--- src/rtl/irq_lockbank_pkg.sv ---
package irq_lockbank_pkg;
   // byte stride between adjacent word registers
   localparam int unsigned WORD_BYTES = 4;

   typedef enum logic [2:0] {
      SEL_NONE,
      SEL_KEY,
      SEL_STAT,
      SEL_MASK,
      SEL_UNMASK,
      SEL_SETMASK
   } lb_sel_e;
endpackage

--- src/rtl/irq_lockbank_lock.sv ---
module irq_lockbank_lock #(
   parameter int unsigned       DATA_W   = 32,
   parameter logic [DATA_W-1:0] PASSCODE = 32'h0000_DF0D
) (
   input  logic              clk,
   input  logic              rst_n,
   input  logic              key_we,
   input  logic [DATA_W-1:0] key_wdata,
   output logic              locked_o
);
   logic locked_q;

   always_ff @(posedge clk) begin
      if (!rst_n)      locked_q <= 1'b1;
      else if (key_we) locked_q <= (key_wdata != PASSCODE);
   end

   assign locked_o = locked_q;

   assert_unlock_on_pass_R2: assert property (@(posedge clk) disable iff (!rst_n)
      (key_we && key_wdata == PASSCODE) |=> !locked_o);
   assert_relock_on_other_R2: assert property (@(posedge clk) disable iff (!rst_n)
      (key_we && key_wdata != PASSCODE) |=> locked_o);
   assert_key_holds_R2: assert property (@(posedge clk) disable iff (!rst_n)
      !key_we |=> $stable(locked_o));
endmodule

--- src/rtl/irq_lockbank_status.sv ---
module irq_lockbank_status #(
   parameter int unsigned       DATA_W    = 32,
   parameter logic [DATA_W-1:0] SRC_VALID = 32'h8000_7FFF
) (
   input  logic              clk,
   input  logic              rst_n,
   input  logic              clr_en,
   input  logic [DATA_W-1:0] clr_data,
   input  logic [DATA_W-1:0] evt,
   output logic [DATA_W-1:0] status_o
);
   for (genvar i = 0; i < DATA_W; i++) begin : g_bit
      if (SRC_VALID[i]) begin : g_live
         logic bit_q;
         // an event in the same cycle overrides the clear
         always_ff @(posedge clk) begin
            if (!rst_n) bit_q <= 1'b0;
            else        bit_q <= evt[i] | (bit_q & ~(clr_en & clr_data[i]));
         end
         assign status_o[i] = bit_q;
      end else begin : g_rsvd
         assign status_o[i] = 1'b0;
      end
   end

   assert_w1c_clears_R5: assert property (@(posedge clk) disable iff (!rst_n)
      clr_en |=> ((status_o & $past(clr_data & ~evt)) == '0));
   assert_event_sets_R9: assert property (@(posedge clk) disable iff (!rst_n)
      (|(evt & SRC_VALID)) |=>
         ((status_o & $past(evt & SRC_VALID)) == $past(evt & SRC_VALID)));
endmodule

--- src/rtl/irq_lockbank_mask.sv ---
module irq_lockbank_mask #(
   parameter int unsigned       DATA_W    = 32,
   parameter logic [DATA_W-1:0] SRC_VALID = 32'h8000_7FFF
) (
   input  logic              clk,
   input  logic              rst_n,
   input  logic              unmask_en,
   input  logic              setmask_en,
   input  logic [DATA_W-1:0] wdata,
   output logic [DATA_W-1:0] mask_o
);
   for (genvar i = 0; i < DATA_W; i++) begin : g_bit
      if (SRC_VALID[i]) begin : g_live
         logic bit_q;
         always_ff @(posedge clk) begin
            if (!rst_n)                        bit_q <= 1'b1;
            else if (unmask_en  && wdata[i])   bit_q <= 1'b0;
            else if (setmask_en && wdata[i])   bit_q <= 1'b1;
         end
         assign mask_o[i] = bit_q;
      end else begin : g_rsvd
         assign mask_o[i] = 1'b0;
      end
   end

   assert_unmask_clears_R7: assert property (@(posedge clk) disable iff (!rst_n)
      unmask_en |=> ((mask_o & $past(wdata)) == '0));
   assert_setmask_sets_R7: assert property (@(posedge clk) disable iff (!rst_n)
      setmask_en |=> ((mask_o & $past(wdata & SRC_VALID)) == $past(wdata & SRC_VALID)));
endmodule

--- src/rtl/irq_lockbank.sv ---
module irq_lockbank
   import irq_lockbank_pkg::*;
#(
   parameter int unsigned       DATA_W      = 32,
   parameter int unsigned       ADDR_W      = 8,
   parameter logic [DATA_W-1:0] PASSCODE    = 32'h0000_DF0D,
   parameter logic [DATA_W-1:0] SRC_VALID   = 32'h8000_7FFF,
   parameter int unsigned       OFF_KEY     = 0,
   parameter int unsigned       OFF_STAT    = 4,
   parameter int unsigned       OFF_MASK    = 8,
   parameter int unsigned       OFF_UNMASK  = 12,
   parameter int unsigned       OFF_SETMASK = 16
) (
   input  logic              clk,
   input  logic              rst_n,
   input  logic [ADDR_W-1:0] bus_addr,
   input  logic [DATA_W-1:0] bus_wdata,
   input  logic              bus_wr,
   output logic [DATA_W-1:0] bus_rdata,
   input  logic [DATA_W-1:0] evt_pulse,
   output logic              irq_o
);
   localparam int unsigned ADDR_SPAN = 1 << ADDR_W;

   // elaboration-time parameter checks
   if (DATA_W < 2) begin : g_chk_width
      $error("irq_lockbank: DATA_W must be at least 2");
   end
   if (OFF_KEY >= ADDR_SPAN || OFF_STAT >= ADDR_SPAN || OFF_MASK >= ADDR_SPAN ||
       OFF_UNMASK >= ADDR_SPAN || OFF_SETMASK >= ADDR_SPAN) begin : g_chk_span
      $error("irq_lockbank: register offset beyond ADDR_W");
   end
   if ((OFF_KEY % WORD_BYTES) != 0 || (OFF_STAT % WORD_BYTES) != 0 ||
       (OFF_MASK % WORD_BYTES) != 0 || (OFF_UNMASK % WORD_BYTES) != 0 ||
       (OFF_SETMASK % WORD_BYTES) != 0) begin : g_chk_align
      $error("irq_lockbank: register offsets must be word aligned");
   end

   lb_sel_e           sel;
   logic              locked;
   logic              wr_open;
   logic [DATA_W-1:0] status;
   logic [DATA_W-1:0] mask;
   logic              irq_q;

   always_comb begin
      sel = SEL_NONE;
      if      (bus_addr == ADDR_W'(OFF_KEY))     sel = SEL_KEY;
      else if (bus_addr == ADDR_W'(OFF_STAT))    sel = SEL_STAT;
      else if (bus_addr == ADDR_W'(OFF_MASK))    sel = SEL_MASK;
      else if (bus_addr == ADDR_W'(OFF_UNMASK))  sel = SEL_UNMASK;
      else if (bus_addr == ADDR_W'(OFF_SETMASK)) sel = SEL_SETMASK;
   end

   assign wr_open = bus_wr && !locked;

   irq_lockbank_lock #(.DATA_W(DATA_W), .PASSCODE(PASSCODE)) u_lock (
      .clk       (clk),
      .rst_n     (rst_n),
      .key_we    (bus_wr && sel == SEL_KEY),
      .key_wdata (bus_wdata),
      .locked_o  (locked)
   );

   irq_lockbank_status #(.DATA_W(DATA_W), .SRC_VALID(SRC_VALID)) u_status (
      .clk      (clk),
      .rst_n    (rst_n),
      .clr_en   (wr_open && sel == SEL_STAT),
      .clr_data (bus_wdata),
      .evt      (evt_pulse),
      .status_o (status)
   );

   irq_lockbank_mask #(.DATA_W(DATA_W), .SRC_VALID(SRC_VALID)) u_mask (
      .clk        (clk),
      .rst_n      (rst_n),
      .unmask_en  (wr_open && sel == SEL_UNMASK),
      .setmask_en (wr_open && sel == SEL_SETMASK),
      .wdata      (bus_wdata),
      .mask_o     (mask)
   );

   always_comb begin
      unique case (sel)
         SEL_KEY:  bus_rdata = {{(DATA_W-1){1'b0}}, locked};
         SEL_STAT: bus_rdata = status;
         SEL_MASK: bus_rdata = mask;
         default:  bus_rdata = '0;
      endcase
   end

   always_ff @(posedge clk) begin
      if (!rst_n) irq_q <= 1'b0;
      else        irq_q <= |(status & ~mask);
   end
   assign irq_o = irq_q;

   assert_locked_drop_R3: assert property (@(posedge clk) disable iff (!rst_n)
      (locked && bus_wr && sel != SEL_KEY && !(|(evt_pulse & SRC_VALID)))
         |=> ($stable(status) && $stable(mask)));
   assert_irq_rise_R8: assert property (@(posedge clk) disable iff (!rst_n)
      (|(status & ~mask)) |=> irq_o);
   assert_irq_fall_R8: assert property (@(posedge clk) disable iff (!rst_n)
      !(|(status & ~mask)) |=> !irq_o);
   assert_unmapped_inert_R10: assert property (@(posedge clk) disable iff (!rst_n)
      (bus_wr && sel == SEL_NONE && !(|(evt_pulse & SRC_VALID)))
         |=> ($stable(status) && $stable(mask) && $stable(locked)));
endmodule

--- config.mk ---
export PLATFORM = sky130hd
export DESIGN_NAME = irq_lockbank
export DESIGN_NICKNAME = d
export VERILOG_FILES = /design/src/rtl/irq_lockbank_pkg.sv /design/src/rtl/irq_lockbank_lock.sv /design/src/rtl/irq_lockbank_status.sv /design/src/rtl/irq_lockbank_mask.sv /design/src/rtl/irq_lockbank.sv
export SDC_FILE = /design/constraint.sdc
export NUM_CORES = 1
export LEC_CHECK = 0
export ABC_AREA = 1
export BUFFER_PORTS_ARGS = -buffer_cell sky130_fd_sc_hd__buf_2
export CAP_MARGIN = 10
export CORE_ASPECT_RATIO = 0.9
export CORE_MARGIN = 3
export CORE_UTILIZATION = 43
export DETAILED_ROUTE_END_ITERATION = 10
export PLACE_DENSITY = 0.76
export SLEW_MARGIN = 20
export SYNTH_ARGS = -nofsm -noshare
export SYNTH_HDL_FRONTEND = slang
export SYNTH_SLANG_ARGS = --single-unit
--- constraint.sdc ---
create_clock -name clk -period 1.9 [get_ports clk]
set_clock_uncertainty 0.2 [all_clocks]
set_input_delay 0.095 -clock clk [delete_from_list [all_inputs] [get_ports clk]]
set_output_delay 0.095 -clock clk [all_outputs]
set_load 0.1 [all_outputs]
==> out/metrics.yaml, run 1 <==
status: "finished, violations left"
violations: "DRC"
fin_crit_ns: 1.84
reg2reg_slack_ns: 0.06
setup_viol: 0
diodes: 0
min_from: "bus_wdata[28]"
die_w_um: 81.2
wl_per_cell_um: 13.7
slew_headroom: 0.621
cp_slowest_stage_delay_ns: 0.58
antenna_found_initial: 0
crit_chain: "nor2_4 > buf_12 > nand3_1 > nand2_1 > a21oi_1 > dlygate4sd3_1"
maxCapViolCount: 0
synth_area_um2: 2190
ys_async_sr_fraction: 0
initial_core_util: 0.467
min_path_type: "in2reg"
io_buffers: 75
path_clk_slew_ns: 0.07
root_buffer: "clkbuf_8"
crit_path_end_kind: "flip-flop"
clkLatencyLatePin_ns: 0.29
r2r_cells: 6
yosys.area_share.simple: 0.441
cp.required_ns: 1.87
core.rowCount: 23
cts_max_level: 2
ir_drop_uv: 471
gp_congestion: 0.779
drive_above_1_share: 0.242
grt_start_max_net_pins: 49
synth-compound-area-share: 0.0680
post_cts_buffers: 0
yosysSeqAreaShare: 0.311
synth_top_family_by_area: "simple AND/OR/NAND/NOR gates"
drc_errors: 2
critPathTopFamily: "buffers and inverters"
fill_cells: 359
fin_util: 0.736
r2r-end: "u_status.g_bit[3].g_live.bit_q"
fin_setup_tns_ns: 0
synth.distinct_cells: 24
die-area_um2: 5990
muxShareOfSynthArea: 0
hold-path-endpoint: "u_lock.locked_o"
drtIter0Drc: 262
yosys_warnings: 0
critPathSlowestCell: "dlygate4sd3_1"
power.density_nw_per_um2: 580
pin_count: 108
rsz0062_at_grt: "false"
grt_pass1_wl_mm: 10.8
routed_wl_mm: 7.08
yosys_register_bits: 34
synthCells: 332
grt_util_all_layers: 0.230
leakagePower_nw: 1.72
synthAdderAreaFrac: 0
finalCritPeriodShare: 0.968
netlist.area_leader.share: 0.311
cts_tree: "done"
postRouteAntennaNets: 0
synth_area_leaders: "dfxtp_1 (31%), nand3_1 (19%), nand2_1 (11%)"
maxSlewViolCount: 0
synth.most_common_cell: "nand3_1"
area_growth_pct: 57.5
cts_sinks: 34
cts-resized-gates: 0
vias_per_cell: 5.22
crit_type: "reg2reg"
cp_num_buf_inv: 2
grt_overflow: 0
cts_buffers: 5
die_h_um: 73.7
tightest_slew_ns: 0.564
synth_top_flop_cell: "dfxtp_1"
final_nets: 528
firstDrtPassIters: 8
timing.rr.start: "u_lock.locked_o"
path_max_fanout: 12
dp_hpwl_mm: 4.11
holdPathStages: 7
critPathLaunchType: "flip-flop"
arrival_ns: 1.81
yosys.area.top_type: "dfxtp_1"
grt_pass1_vias: 2444
finalHoldViolations: 0
clock_tree.buffer_depth: 2
clock.fmax_mhz: 544
yosys-top-cells-count: "nand3_1 (81), nand2_1 (62), inv_1 (41), dfxtp_1 (34), nor2_1 (26)"
syn_area_per_cell_um2: 6.60
synthXorXnorAreaFrac: 0
vias: 2696
core_area_um2: 4690
synth_edf_count: 0
==> layout make-up <==
| cell class | count | area, um2 | area share |
|---|---|---|---|
| inverter | 42 | 158 | 0.0457 |
| tap | 62 | 77.6 | 0.0225 |
| timing repair buffer | 130 | 1210 | 0.350 |
| sequential | 34 | 681 | 0.197 |
| clock inverter | 2 | 60.1 | 0.0174 |
| multi-input combinational | 240 | 1180 | 0.343 |
| clock buffer | 6 | 82.6 | 0.0239 |
==> tightest hold or removal path: cells and delay by family <==
family | cells | cell delay (ns)
simple gates | 6 | 0.30
buf+inv | 1 | 0.08
==> where the power goes <==
group | internal [W] | switching [W] | leakage (nW)
logic | 0.000151 | 0.000262 | 1.37
clock network | 0.000560 | 0.000273 | 0.0714
registers | 0.000737 | 0.0000186 | 0.280
total | 0.00145 | 0.000554 | 1.72
==> flip-flops by register name, summed over array words and instances (netlist names) <==
signal and flops:
u_status.g_bit.g_live.bit_q 16, irq_o 1, u_lock.locked_o 1, u_mask.g_bit.g_live.bit_q 16
==> how the worst max path moves through the flow <==
stage / startpoint / end / slack (ns) / cells past startpoint
detailed placement: bus_addr[1] / bus_rdata[7] / 0.31 / 6
CTS: u_lock.locked_o / u_status.g_bit[3].g_live.bit_q / 0.05 / 6
finish: u_lock.locked_o / u_status.g_bit[3].g_live.bit_q / 0.06 / 6
floorplan: bus_addr[1] / bus_rdata[14] / -0.30 / 4
global placement: bus_addr[1] / bus_rdata[7] / 0.33 / 6
global route: u_lock.locked_o / u_status.g_bit[3].g_live.bit_q / 0.01 / 6
==> cell families after synthesis <==
logic type	after synthesis
AND/OR/NAND/NOR	195
other	1
AO/OA/AOI/OAI	29
buffers and inverters	73
flip-flops	34
==> layout by cell type (no fill, tap or decap) <==
cell / count
bufinv_16: 2
nand3_1: 81
nor2_1: 25
dfxtp_1: 34
conb_1: 16
nand3_2: 10
nor3_1: 2
nand2_2: 2
nand2_4: 1
a21oi_1: 16
o22ai_1: 3
clkinv_1: 1
nand4_1: 4
nor2_4: 4
buf_12: 18
clkbuf_8: 6
and3_1: 1
nor2_8: 1
nor2_2: 2
o21ai_1: 6
buf_4: 3
inv_1: 41
buf_2: 59
dlygate4sd3_1: 48
o21ai_0: 4
nand2_1: 62
clkbuf_16: 2
==> per-stage QoR <==
stage,total power [W],worst slack [ns],area (um2),hold WS [ns],std cells
finish,0.00200,0.0603,3450,0.0138,516
global route,0.00206,0.0146,3450,0.0510,516
CTS,0.00200,0.0478,3400,0.0196,514
detailed placement,0.00109,0.313,2780,0.137,458
global placement,0.00109,0.326,2780,0.134,458
floorplan,0.00101,-0.301,2250,0.0290,347
==> routing by layer <==
layer,track usage,up-vias,part of all wire
met1,0.284,1215,0.39
li1,-,1285,-
met2,0.394,178,0.49
met4,0.0863,0,0.019
met3,0.0466,18,0.10
met5,0,-,0
==> repair_timing <==
item,CTS,global route
hold buffers,48,0
hold endpoints to repair,32,0
setup endpoints to repair,0,11
No activity file was read; power rests on OpenSTA's default activity.
==> inputs of run 2 (changes only) <==
--- a/config.mk
+++ b/config.mk
@@ -8,10 +8,10 @@
 export ABC_AREA = 1
 export BUFFER_PORTS_ARGS = -buffer_cell sky130_fd_sc_hd__buf_2
-export CAP_MARGIN = 10
+export CAP_MARGIN = 20
 export CORE_ASPECT_RATIO = 0.9
 export CORE_MARGIN = 3
-export CORE_UTILIZATION = 43
+export CORE_UTILIZATION = 46
 export DETAILED_ROUTE_END_ITERATION = 10
-export PLACE_DENSITY = 0.76
+export PLACE_DENSITY = 0.8
 export SLEW_MARGIN = 20
 export SYNTH_ARGS = -nofsm -noshare
==> constraint.sdc (replaced) <==
create_clock -name clk -period 1.9 [get_ports clk]
set_clock_uncertainty 0.2 [all_clocks]
set_input_delay 0.38 -clock clk [delete_from_list [all_inputs] [get_ports clk]]
set_output_delay 0.38 -clock clk [all_outputs]
set_load 0.1 [all_outputs]
==> run 2 against run 1 <==
Effect of this change: the run ends with setup timing left; highest routed layer unchanged; design area stayed put; cell count shrank 6.8%; combinational power fell by 12%; via count shrank 7.2%; flip-flop and latch count unchanged.
==> out/metrics.yaml, run 2 (synthesis results as in run 1) <==
cts_sinks: 34
clock.fmax_mhz: 494
grt_overflow: 0
r2r_cells: 5
grt_util_all_layers: 0.233
path_max_fanout: 8
grt_start_max_net_pins: 25
setup_viol: 16
cts_max_level: 2
antenna_found_initial: 0
path_clk_slew_ns: 0.07
drc_errors: 0
leakagePower_nw: 1.78
fin_crit_ns: 2.03
die_h_um: 71.5
routed_wl_mm: 6.82
ir_drop_uv: 601
postRouteAntennaNets: 0
critPathLaunchType: "primary input"
arrival_ns: 1.45
vias_per_cell: 5.20
critPathSlowestCell: "clkbuf_16"
timing.rr.start: "u_lock.locked_o"
wl_per_cell_um: 14.2
holdPathStages: 3
grt_pass1_vias: 2285
cp_slowest_stage_delay_ns: 0.24
crit_chain: "buf_6 > nor2_4 > nand2_4 > nor2_4 > clkbuf_16 > nand2_4 > o21ai_4 > buf_12"
fill_cells: 333
status: "finished, violations left"
finalHoldViolations: 0
finalCritPeriodShare: 1.07
cts_tree: "done"
grt_pass1_wl_mm: 10.4
power.density_nw_per_um2: 497
place_ws_ns: -0.148
min_path_type: "in2reg"
clkLatencyLatePin_ns: 0.30
maxCapViolCount: 0
drive_above_1_share: 0.406
critPathTopFamily: "buffers and inverters"
finalPower_w: 0.00172
rsz0062_at_grt: "true"
final_common_cell: "nand3_1"
cp.required_ns: 1.32
setup_ws_ns: -0.125
cp-startpoint: "bus_addr[6]"
pin_count: 108
diodes: 0
die-area_um2: 5630
multi_input_area_um2: 1550
clock_tree.buffer_depth: 2
root_buffer: "clkbuf_8"
seq_area_um2: 681
layout_common_cells: "nand3_1 (71), buf_2 (55), inv_1 (40)"
core.rowCount: 23
initial_core_util: 0.485
largestRegisters: "u_mask.g_bit.g_live.bit_q x16, u_status.g_bit.g_live.bit_q x16"
dp_hpwl_mm: 4.44
fin_util: 0.764
crit_path_end_kind: "primary output"
crit_type: "in2out"
cp.depth: 8
area_growth_pct: 57.5
firstDrtPassIters: 5
core_area_um2: 4520
reg2reg_slack_ns: 0.48
endpoint: "bus_rdata[5]"
cts_hold_buf: 0
maxSlewViolCount: 0
drtIter0Drc: 158
cp_num_buf_inv: 3
cts_buffers: 5
r2r-end: "u_mask.g_bit[0].g_live.bit_q"
vias: 2503
violations: "setup timing"
final_nets: 493
die_w_um: 78.7
gp_congestion: 0.849
io_buffers: 75
## run 2: cell types whose count changed in the layout (fill, tap and decap cells not counted), sizes merged
cell         change
clkinv           +1
buf             +13
bufinv           -2
bufbuf           +1
clkbuf           -1
clkinvlp         +1
dlygate4sd3     -48
## run 2: through the flow
step	cell area (um2)	TNS, ns	hold WS (ns)	instances
2_1_floorplan	2420	-0.654	0.252	347
3_5_place_dp	3040	-2.22	0.269	467
4_1_cts	3220	-0.894	0.101	477
3_3_place_gp	3040	-2.09	0.263	467
5_1_grt	3450	-2.56	0.105	481
6_report	3450	-1.59	0.105	481
## run 2: worst min path at each step
stage,endpoint,from
4_1_cts,u_status.g_bit[6].g_live.bit_q,evt_pulse[6]
3_5_place_dp,u_status.g_bit[4].g_live.bit_q,u_status.g_bit[4].g_live.bit_q
3_3_place_gp,u_status.g_bit[14].g_live.bit_q,u_status.g_bit[14].g_live.bit_q
2_1_floorplan,u_status.g_bit[0].g_live.bit_q,u_status.g_bit[0].g_live.bit_q
5_1_grt,u_status.g_bit[12].g_live.bit_q,evt_pulse[12]
6_report,u_status.g_bit[31].g_live.bit_q,evt_pulse[31]
## run 2: layout make-up
class / count / area share
multi-input cells: 240 / 0.449
clock inverters: 2 / 0.00363
inverters: 42 / 0.0464
well taps: 62 / 0.0225
repair buffers: 95 / 0.257
clock buffers: 6 / 0.0239
flip-flops and latches: 34 / 0.197
## run 2: power breakdown
group	total [W]	internal (W)	switching (W)
sequential	0.000768	0.000737	0.0000311
clock	0.000586	0.000291	0.000295
combinational	0.000362	0.000102	0.000260
total	0.00172	0.00113	0.000586
## run 2: what timing repair did
item,in CTS,in global routing
setup buffers,1,3
cloned,1,1
pin swaps,5,12
endpoints found under the setup margin,16,16
hold endpoints to repair,0,0
resized for setup,10,45
## run 2: tightest hold or removal path, stage by stage
cell,delay (ns)
buf_2,0.09
inv_1,0.04
a21oi_1,0.05
## run 2: routing by layer
layer / vias to the layer above / GRT usage / share of wire
li1: 1224 / - / -
met1: 1138 / 0.307 / 0.40
met2: 123 / 0.373 / 0.50
met3: 18 / 0.0616 / 0.080
met4: 0 / 0.0796 / 0.022
met5: - / 0 / 0
